===== src/rtl/chain_rd_pkg.sv =====
// Shared state type for the chained converter read sequencer.
package chain_rd_pkg;
    typedef enum logic [2:0] {
        ST_IDLE,
        ST_CONV,
        ST_WAIT_HI,
        ST_WAIT_LO,
        ST_SHIFT,
        ST_DONE
    } rd_state_t;
endpackage


===== src/rtl/sclk_gen.sv =====
// Serial clock generator.
// Makes a clock whose phases each last half_i+1 cycles while en is high, and
// holds it low with the counter cleared while en is low. Flags the cycle
// before each rising and each falling edge.
// Assumes half_i stays constant while en is high.
module sclk_gen #(
    parameter int DIV_W = 8
) (
    input  logic             clk,
    input  logic             rst_n,
    input  logic             en,
    input  logic [DIV_W-1:0] half_i,
    output logic             sclk_o,
    output logic             rise_o,
    output logic             fall_o
);
    logic [DIV_W-1:0] cnt;
    logic             sclk_q;
    logic             term;

    // Phase end detection and edge flags.
    always_comb begin
        term   = (cnt == half_i);
        rise_o = en && term && !sclk_q;
        fall_o = en && term && sclk_q;
    end

    // Phase counter and clock level.
    always_ff @(posedge clk) begin
        if (!rst_n || !en) begin
            cnt    <= '0;
            sclk_q <= 1'b0;
        end else if (term) begin
            cnt    <= '0;
            sclk_q <= ~sclk_q;
        end else begin
            cnt    <= cnt + 1'b1;
        end
    end

    assign sclk_o = sclk_q;
endmodule


===== src/rtl/read_seq.sv =====
// Read sequencer.
// Steps through start pulse, busy high, busy low, shift burst and done.
// Counts the sampled bits and signals when the result words are to be loaded.
// Assumes busy_i is synchronous to clk and rises after the start pulse.
module read_seq
    import chain_rd_pkg::*;
#(
    parameter int N_BITS  = 32,
    parameter int CNV_CYC = 2,
    parameter int DIV_W   = 8
) (
    input  logic             clk,
    input  logic             rst_n,
    input  logic             start_i,
    input  logic             busy_i,
    input  logic [DIV_W-1:0] div_i,
    input  logic             rise_i,
    input  logic             fall_i,
    output logic [DIV_W-1:0] half_o,
    output logic             cnvst_o,
    output logic             sel_n_o,
    output logic             shift_en_o,
    output logic             load_o,
    output logic             valid_o
);
    localparam int BCNT_W = $clog2(N_BITS + 1);
    localparam int CCNT_W = $clog2(CNV_CYC + 1);

    rd_state_t         state;
    logic [BCNT_W-1:0] bit_cnt;
    logic [CCNT_W-1:0] cnv_cnt;
    logic [DIV_W-1:0]  div_q;
    logic              last_fall;

    // Final falling edge of the burst.
    always_comb last_fall = (state == ST_SHIFT) && fall_i
                            && (bit_cnt == BCNT_W'(N_BITS));

    // State, counters and captured divider.
    always_ff @(posedge clk) begin
        if (!rst_n) begin
            state   <= ST_IDLE;
            bit_cnt <= '0;
            cnv_cnt <= '0;
            div_q   <= '0;
        end else begin
            case (state)
                ST_IDLE: if (start_i) begin
                    state   <= ST_CONV;
                    cnv_cnt <= '0;
                    div_q   <= div_i;
                end
                ST_CONV: begin
                    cnv_cnt <= cnv_cnt + 1'b1;
                    if (cnv_cnt == CCNT_W'(CNV_CYC - 1)) state <= ST_WAIT_HI;
                end
                ST_WAIT_HI: if (busy_i) state <= ST_WAIT_LO;
                ST_WAIT_LO: if (!busy_i) begin
                    state   <= ST_SHIFT;
                    bit_cnt <= '0;
                end
                ST_SHIFT: begin
                    if (rise_i) bit_cnt <= bit_cnt + 1'b1;
                    if (last_fall) state <= ST_DONE;
                end
                ST_DONE: state <= ST_IDLE;
                default: state <= ST_IDLE;
            endcase
        end
    end

    // Output decode.
    always_comb begin
        half_o     = div_q;
        cnvst_o    = (state == ST_CONV);
        sel_n_o    = (state != ST_SHIFT);
        shift_en_o = (state == ST_SHIFT);
        load_o     = last_fall;
        valid_o    = (state == ST_DONE);
    end
endmodule


===== src/rtl/chain_shifter.sv =====
// Deserialiser.
// Shifts in one bit per sampling flag and loads the collected stream into a
// held word array on load_i. The first bit received ends up as the most
// significant bit of word 0.
module chain_shifter #(
    parameter int N_DEV  = 2,
    parameter int WORD_W = 16
) (
    input  logic                         clk,
    input  logic                         rst_n,
    input  logic                         cap_i,
    input  logic                         sdata_i,
    input  logic                         load_i,
    output logic [N_DEV-1:0][WORD_W-1:0] words_o
);
    localparam int TOT = N_DEV * WORD_W;

    logic [TOT-1:0] sr;

    // Serial to parallel shift register.
    always_ff @(posedge clk) begin
        if (!rst_n)     sr <= '0;
        else if (cap_i) sr <= {sr[TOT-2:0], sdata_i};
    end

    for (genvar k = 0; k < N_DEV; k++) begin : g_word
        // Hold register for word k.
        always_ff @(posedge clk) begin
            if (!rst_n)      words_o[k] <= '0;
            else if (load_i) words_o[k] <= sr[TOT-1-k*WORD_W -: WORD_W];
        end
    end
endmodule


===== src/rtl/chain_adc_reader.sv =====
// Top level of the chained converter read controller.
// Starts a shared conversion, waits for it to finish, then reads N_DEV words
// over a divided serial clock and presents them together with a one-cycle
// strobe. Assumes all inputs are synchronous to clk.
module chain_adc_reader #(
    parameter int N_DEV   = 2,
    parameter int WORD_W  = 16,
    parameter int DIV_W   = 8,
    parameter int CNV_CYC = 2
) (
    input  logic                         clk,
    input  logic                         rst_n,
    input  logic                         start_i,
    input  logic [DIV_W-1:0]             div_i,
    input  logic                         busy_i,
    input  logic                         sdata_i,
    output logic                         cnvst_o,
    output logic                         cs_n_o,
    output logic                         rd_n_o,
    output logic                         sclk_o,
    output logic [N_DEV-1:0][WORD_W-1:0] words_o,
    output logic                         valid_o
);
    localparam int N_BITS = N_DEV * WORD_W;

    logic [DIV_W-1:0] half;
    logic             rise, fall, shift_en, load, sel_n;

    read_seq #(.N_BITS(N_BITS), .CNV_CYC(CNV_CYC), .DIV_W(DIV_W)) u_seq (
        .clk(clk), .rst_n(rst_n), .start_i(start_i), .busy_i(busy_i),
        .div_i(div_i), .rise_i(rise), .fall_i(fall), .half_o(half),
        .cnvst_o(cnvst_o), .sel_n_o(sel_n), .shift_en_o(shift_en),
        .load_o(load), .valid_o(valid_o)
    );

    sclk_gen #(.DIV_W(DIV_W)) u_clk (
        .clk(clk), .rst_n(rst_n), .en(shift_en), .half_i(half),
        .sclk_o(sclk_o), .rise_o(rise), .fall_o(fall)
    );

    chain_shifter #(.N_DEV(N_DEV), .WORD_W(WORD_W)) u_shift (
        .clk(clk), .rst_n(rst_n), .cap_i(rise), .sdata_i(sdata_i),
        .load_i(load), .words_o(words_o)
    );

    assign cs_n_o = sel_n;
    assign rd_n_o = sel_n;
endmodule


===== config.mk =====
export PLATFORM = sky130hd
export DESIGN_NAME = chain_adc_reader
export DESIGN_NICKNAME = d
export VERILOG_FILES = /design/src/rtl/chain_rd_pkg.sv /design/src/rtl/sclk_gen.sv /design/src/rtl/read_seq.sv /design/src/rtl/chain_shifter.sv /design/src/rtl/chain_adc_reader.sv
export SDC_FILE = /design/constraint.sdc
export NUM_CORES = 1
export LEC_CHECK = 0
export ABC_AREA = 1
export BUFFER_PORTS_ARGS = -buffer_cell sky130_fd_sc_hd__buf_2
export CAP_MARGIN = 40
export CORE_ASPECT_RATIO = 1.25
export CORE_MARGIN = 4
export CORE_UTILIZATION = 60
export CTS_BUF_LIST = sky130_fd_sc_hd__clkbuf_8
export DETAILED_ROUTE_END_ITERATION = 6
export PLACE_DENSITY = 0.87
export SLEW_MARGIN = 10
export SYNTH_ARGS = -nofsm -noshare
export SYNTH_HDL_FRONTEND = slang
export SYNTH_SLANG_ARGS = --single-unit

===== constraint.sdc =====
create_clock -name clk -period 4.07 [get_ports clk]
set_input_delay 0.2035 -clock clk [delete_from_list [all_inputs] [get_ports clk]]
set_output_delay 0.2035 -clock clk [all_outputs]
set_load 0.005 [all_outputs]

==> results of run 1 <==
-- path summary, 6_finish.rpt --
check	startpoint	to	slack (ps)	cells after the start
setup reg to reg	u_seq.state[2]	u_shift.words_o[0]	1960	6
hold reg to reg	u_shift.words_o[18]	u_shift.words_o[18]	450	2
hold / removal	div_i[0]	u_seq.half_o[0]	100	3
setup / recovery	u_seq.state[2]	u_shift.words_o[0]	1960	6
-- per-stage QoR --
step | area, um^2 | util (%) | worst slack [ps]
floorplan | 3780 | - | 2570
global placement | 3980 | 65.0 | 1670
detailed placement | 4030 | 65.8 | 1960
CTS | 4220 | 69.0 | 1930
global route | 4220 | 69.0 | 1740
finish | 4220 | 69.0 | 1960
-- cell families after synthesis --
logic type      Yosys count  share of synthesized area [%]
compound gates          165                           22.2
fa+ha+maj                 4                           1.33
flops                    92                           48.8
xor+xnor                  6                           1.39
simple gates            105                           12.4
buf+inv                 124                           14.0
-- flip-flops by register name, summed over array words and instances (netlist names) --
register	cells
u_clk.cnt	8
u_clk.sclk_o	1
u_seq.bit_cnt	6
u_seq.cnv_cnt	2
u_seq.half_o	8
u_seq.state	3
u_shift.sr	32
u_shift.words_o	32
-- cell usage after synthesis --
library cell	number	share of area [%]
o21bai_1	1	0.20
nor2_1	27	2.7
inv_1	97	9.6
buf_4	1	0.20
clkbuf_2	2	0.27
inv_2	3	0.30
a21boi_0	1	0.20
nor3_2	1	0.27
buf_2	3	0.40
clkbuf_1	11	1.1
or2_2	2	0.33
nor3_1	3	0.40
or2_1	1	0.17
ha_1	4	1.3
nand2_2	2	0.33
o21ai_1	14	1.9
a21oi_1	82	11
nand3_1	11	1.5
nand2_4	1	0.30
nor2_4	1	0.30
nor3b_1	2	0.40
buf_6	7	2.1
o21ai_0	65	8.6
xor2_1	4	0.93
xnor2_1	2	0.46
nand2_1	50	5.0
dfxtp_1	92	49
nand4_1	3	0.50
o31ai_1	1	0.20
a2111oi_0	1	0.23
nand3_2	1	0.27
-- area by class of cell --
class,count,area [um^2]
fillers,519,1900
multi-input cells,280,1410
clock inverters,7,70.1
flip-flops and latches,92,1840
well taps,85,106
inverters,100,375
repair buffers,52,300
clock buffers,9,124
-- report_power, final --
group          internal, mW  total (mW)  switching (mW)
clock network         0.238       0.587           0.349
logic                 0.102       0.292           0.190
registers             0.947       0.984          0.0367
total                  1.29        1.86           0.576
-- tightest hold or removal path, stage by stage --
cell	delay (ps)
buf_2	70
o21ai_0	70
nor2_1	80
-- layer usage --
metal / vias up / track usage, %
met5: - / 0
met4: 0 / 9.13
met3: 14 / 4.47
met2: 70 / 35.7
met1: 1433 / 20.4
li1: 1653 / -
==> impl_metrics.ini, run 1 <==
[run_status]
status = finished clean

[sta]
whs_ps = 101
fin_worst_skew_ps = 9.90
tns_ps = 0
finalCritPeriodShare_pct = 51.8
slew_violations = 0
worst_slew_pin_slew_ps = 595
period_minus_slack_ps = 2110
hold_viol = 0
finalSetupViolCount = 0
slew_headroom_pct = 60.1
fmax_mhz = 474
rsz0062_at_grt = false

[floorplanning]
die-area_um2 = 7630
chipWidth_um = 79.0
io-pin-count = 50
die_h_um = 96.7
coreArea_um2 = 6130
start_util_pct = 61.6
rows = 32

[logic_synthesis]
postSynthRegisterBits = 92
syn-num-nets = 513
syn_inst = 496
synth_area_um2 = 3780
seq_area_frac_synth_pct = 48.8
ys_types = 31
yosys_warnings = 0
syn_avg_cell_area_um2 = 7.61

[detailed_routing]
wl_met1_um = 2990
antenna_left = 0
wl_per_cell_um = 11.5
wl_met2_um = 3720
dr_wl_met3_um = 375
wirelength_um = 7200
drt_iter0_drc = 147
highest_layer = met4
vias_per_cell = 5.07
first_pass_iters = 4
drc = 0
vias = 3170

[layout]
mostFrequentLayoutCell = inv_1
nNetsFinal = 552
area_delta_synth_final_pct = 11.9
final_cells = 625
drive_gt1_share_pct = 14.6
mostFrequentLayoutCells = inv_1 (97), dfxtp_1 (92), a21oi_1 (82)
antennaDiodeCount = 0

[grt]
grt_usage_pct = 19.4
grt_pass1_vias = 2945
antenna_found_initial = 0
gr-total-overflow = 0
grt_pass1_wl_um = 12000
grt_max_degree = 78

[cts]
cts_resized = 0
path_clk_slew_ps = 90
cts_made_buffers = 9
post_cts_buffers = 0
clk_latency_ps = 360
h-tree-depth = 3
cts_sinks = 92
clockBufferDepth = 2
root_buffer = clkbuf_8
cts_tree = yes
postCtsHoldBufs = 0

[setup_path]
slowest_stage = dfxtp_1
worstSetupPathType = reg -> reg
crit_chain = nand2_1 > nor3_1 > nand2_2 > buf_16 > o21ai_0 > a21oi_1
worst-path-buf-inv = 1
required_ps = 4300
crit_family = simple AND/OR/NAND/NOR gates
start_kind = flop
crit_path_end_kind = flop
cp_max_fo = 40
critical-path-max-stage-delay_ps = 450
cp.arrival_ps = 2340

[power_and_ir_drop]
peakVddDrop_mv = 0.327
leakagePower_nw = 1.68
power_density_nw_per_um2 = 441
power_mw = 1.86

[run]
maxCapViolCount = 0

[place]
io_buffers = 49
gp_congestion = 0.872
place_hpwl_um = 5090
dpl.cell_count = 609

[min_path]
min_path_type = in -> reg
Power figures use the tool's default switching activity.
==> inputs of run 2 (changes only) <==
--- a/config.mk
+++ b/config.mk
@@ -10,10 +10,10 @@
 export CAP_MARGIN = 40
 export CORE_ASPECT_RATIO = 1.25
 export CORE_MARGIN = 4
-export CORE_UTILIZATION = 60
+export CORE_UTILIZATION = 59
 export CTS_BUF_LIST = sky130_fd_sc_hd__clkbuf_8
 export DETAILED_ROUTE_END_ITERATION = 6
-export PLACE_DENSITY = 0.87
+export PLACE_DENSITY = 0.85
 export SLEW_MARGIN = 10
 export SYNTH_ARGS = -nofsm -noshare
 export SYNTH_HDL_FRONTEND = slang
==> constraint.sdc (replaced) <==
create_clock -name clk -period 2.05 [get_ports clk]
set_input_delay 0.1025 -clock clk [delete_from_list [all_inputs] [get_ports clk]]
set_output_delay 0.1025 -clock clk [all_outputs]
set_load 0.005 [all_outputs]
==> impl_metrics.ini, run 2 (synthesis gave the netlist of run 1 again) <==
[detailed_routing]
vias = 3150
antenna_left = 0
first_pass_iters = 5
drc = 0
wirelength_um = 7360
wl_per_cell_um = 11.7
vias_per_cell = 5.02
drt_iter0_drc = 164

[setup_path]
cp.arrival_ps = 2050
required_ps = 2290
startpoint = u_clk.cnt[2]
worstSetupPathType = reg -> reg
critical-path-max-stage-delay_ps = 460
r2r-end = u_shift.sr[13]
regToRegSetupSlack_ps = 230
r2r-start = u_clk.cnt[2]
crit_family = simple AND/OR/NAND/NOR gates
crit_chain = inv_2 > nand2_1 > nand2_1 > nor2_1 > nand2_1 > nor2_4 > nand3_2 > buf_6 > o21ai_0 > a21oi_1
start_kind = flop
crit_path_end_kind = flop
worst-path-buf-inv = 2
critPathMostFrequentCell = nand2_1
r2r_cells = 10
slowest_stage = dfxtp_1
cp_max_fo = 64

[layout]
multi_input_area_um2 = 1410
mostFrequentLayoutCell = inv_1
nNetsFinal = 555
mostFrequentLayoutCells = inv_1 (97), dfxtp_1 (92), a21oi_1 (82)
stdcell_area_um2 = 4230
fill_cells = 535
area_delta_synth_final_pct = 12.0
drive_gt1_share_pct = 14.9
antennaDiodeCount = 0
seq_area_um2 = 1840
top_regs = u_shift.sr (32), u_shift.words_o (32)

[sta]
whs_ps = 9.81
hold_viol = 0
worst_slew_pin_slew_ps = 576
tns_ps = 0
rsz0062_at_grt = false
fin_worst_skew_ps = 14.7
finalCritPeriodShare_pct = 88.6
finalSetupViolCount = 0
slew_headroom_pct = 61.6
slew_violations = 0
period_minus_slack_ps = 1820
fmax_mhz = 551

[floorplanning]
start_util_pct = 60.8
coreArea_um2 = 6210
die_h_um = 97.4
die-area_um2 = 7750
rows = 32
io-pin-count = 50
chipWidth_um = 79.6

[cts]
post_cts_buffers = 0
cts_sinks = 92
root_buffer = clkbuf_8
clockBufferDepth = 2
cts_tree = yes
clk_latency_ps = 360
path_clk_slew_ps = 100
h-tree-depth = 3
cts_made_buffers = 9

[grt]
antenna_found_initial = 0
gr-total-overflow = 0
grt_max_degree = 77
grt_pass1_vias = 3050
grt_pass1_wl_um = 12200
grt_usage_pct = 19.4

[run_status]
status = finished clean

[min_path]
hold_depth = 3
hold_path_end = u_shift.sr[0]
worstHoldStart = sdata_i
min_path_type = in -> reg

[place]
place_hpwl_um = 5100
place_area_um2 = 4030
io_buffers = 49
gp_congestion = 0.827

[run]
maxCapViolCount = 0

[power_and_ir_drop]
power_density_nw_per_um2 = 878
leakagePower_nw = 1.69
peakVddDrop_mv = 0.725
## run 2: cell count changes in the layout (fill, tap and decap cells not counted), sizes merged
cell,change
dlygate4sd3,+1
buf,+2
clkinvlp,+1
clkbuf,+1
inv,+1
clkinv,-3
## run 2: worst max-delay path by stage
stage / end / slack [ps] / cells after the start
6_report: u_shift.sr[13] / 230 / 10
5_1_grt: u_shift.sr[13] / 80 / 10
4_1_cts: u_shift.sr[13] / 170 / 10
3_5_place_dp: u_shift.sr[13] / 190 / 10
3_3_place_gp: u_shift.sr[15] / 300 / 10
2_1_floorplan: u_shift.sr[2] / 550 / 11
## run 2: stage by stage
step	total power [mW]	std cells	utilization, %	setup WS, ps
after detailed placement	2.58	611	64.9	193
after CTS	3.73	628	68.1	175
final	3.71	628	68.1	235
after floorplan	2.44	496	-	554
after global routing	3.91	628	68.1	82.7
after global placement	2.54	611	64.9	295
## run 2: metal layers
layer	routed length, um	vias to the layer above	track usage (%)
li1	-	1661	-
met1	3090	1427	19.6
met2	3900	50	36.6
met3	256	12	3.99
met4	113	0	8.86
met5	0	-	0
## run 2: cell type report
class | count | area share (%)
Sequential cell | 92 | 43.6
Multi-Input combinational cell | 280 | 33.3
Inverter | 100 | 8.88
Timing Repair Buffer | 55 | 7.31
Clock buffer | 10 | 3.25
Tap cell | 85 | 2.51
Clock inverter | 6 | 1.24
## run 2: report_power, final
part	switching [mW]	leakage [nW]	internal, mW
clock network	0.672	0.0918	0.495
registers	0.0751	0.743	1.88
logic	0.388	0.851	0.204
total	1.14	1.69	2.58
## run 2: repair_timing
item                                    4_1_cts  5_1_grt
resized for setup                             0        1
endpoints found under the setup margin        0        1
hold endpoints to repair                      1        0
hold buffers                                  1        0
## run 2: worst register-to-register path: cells and delay by family, from the launching register on
kind | cells | cell delay (ps)
flip-flops | 1 | 460
AND/OR/NAND/NOR | 6 | 650
AO/OA/AOI/OAI | 2 | 310
buffers and inverters | 2 | 280
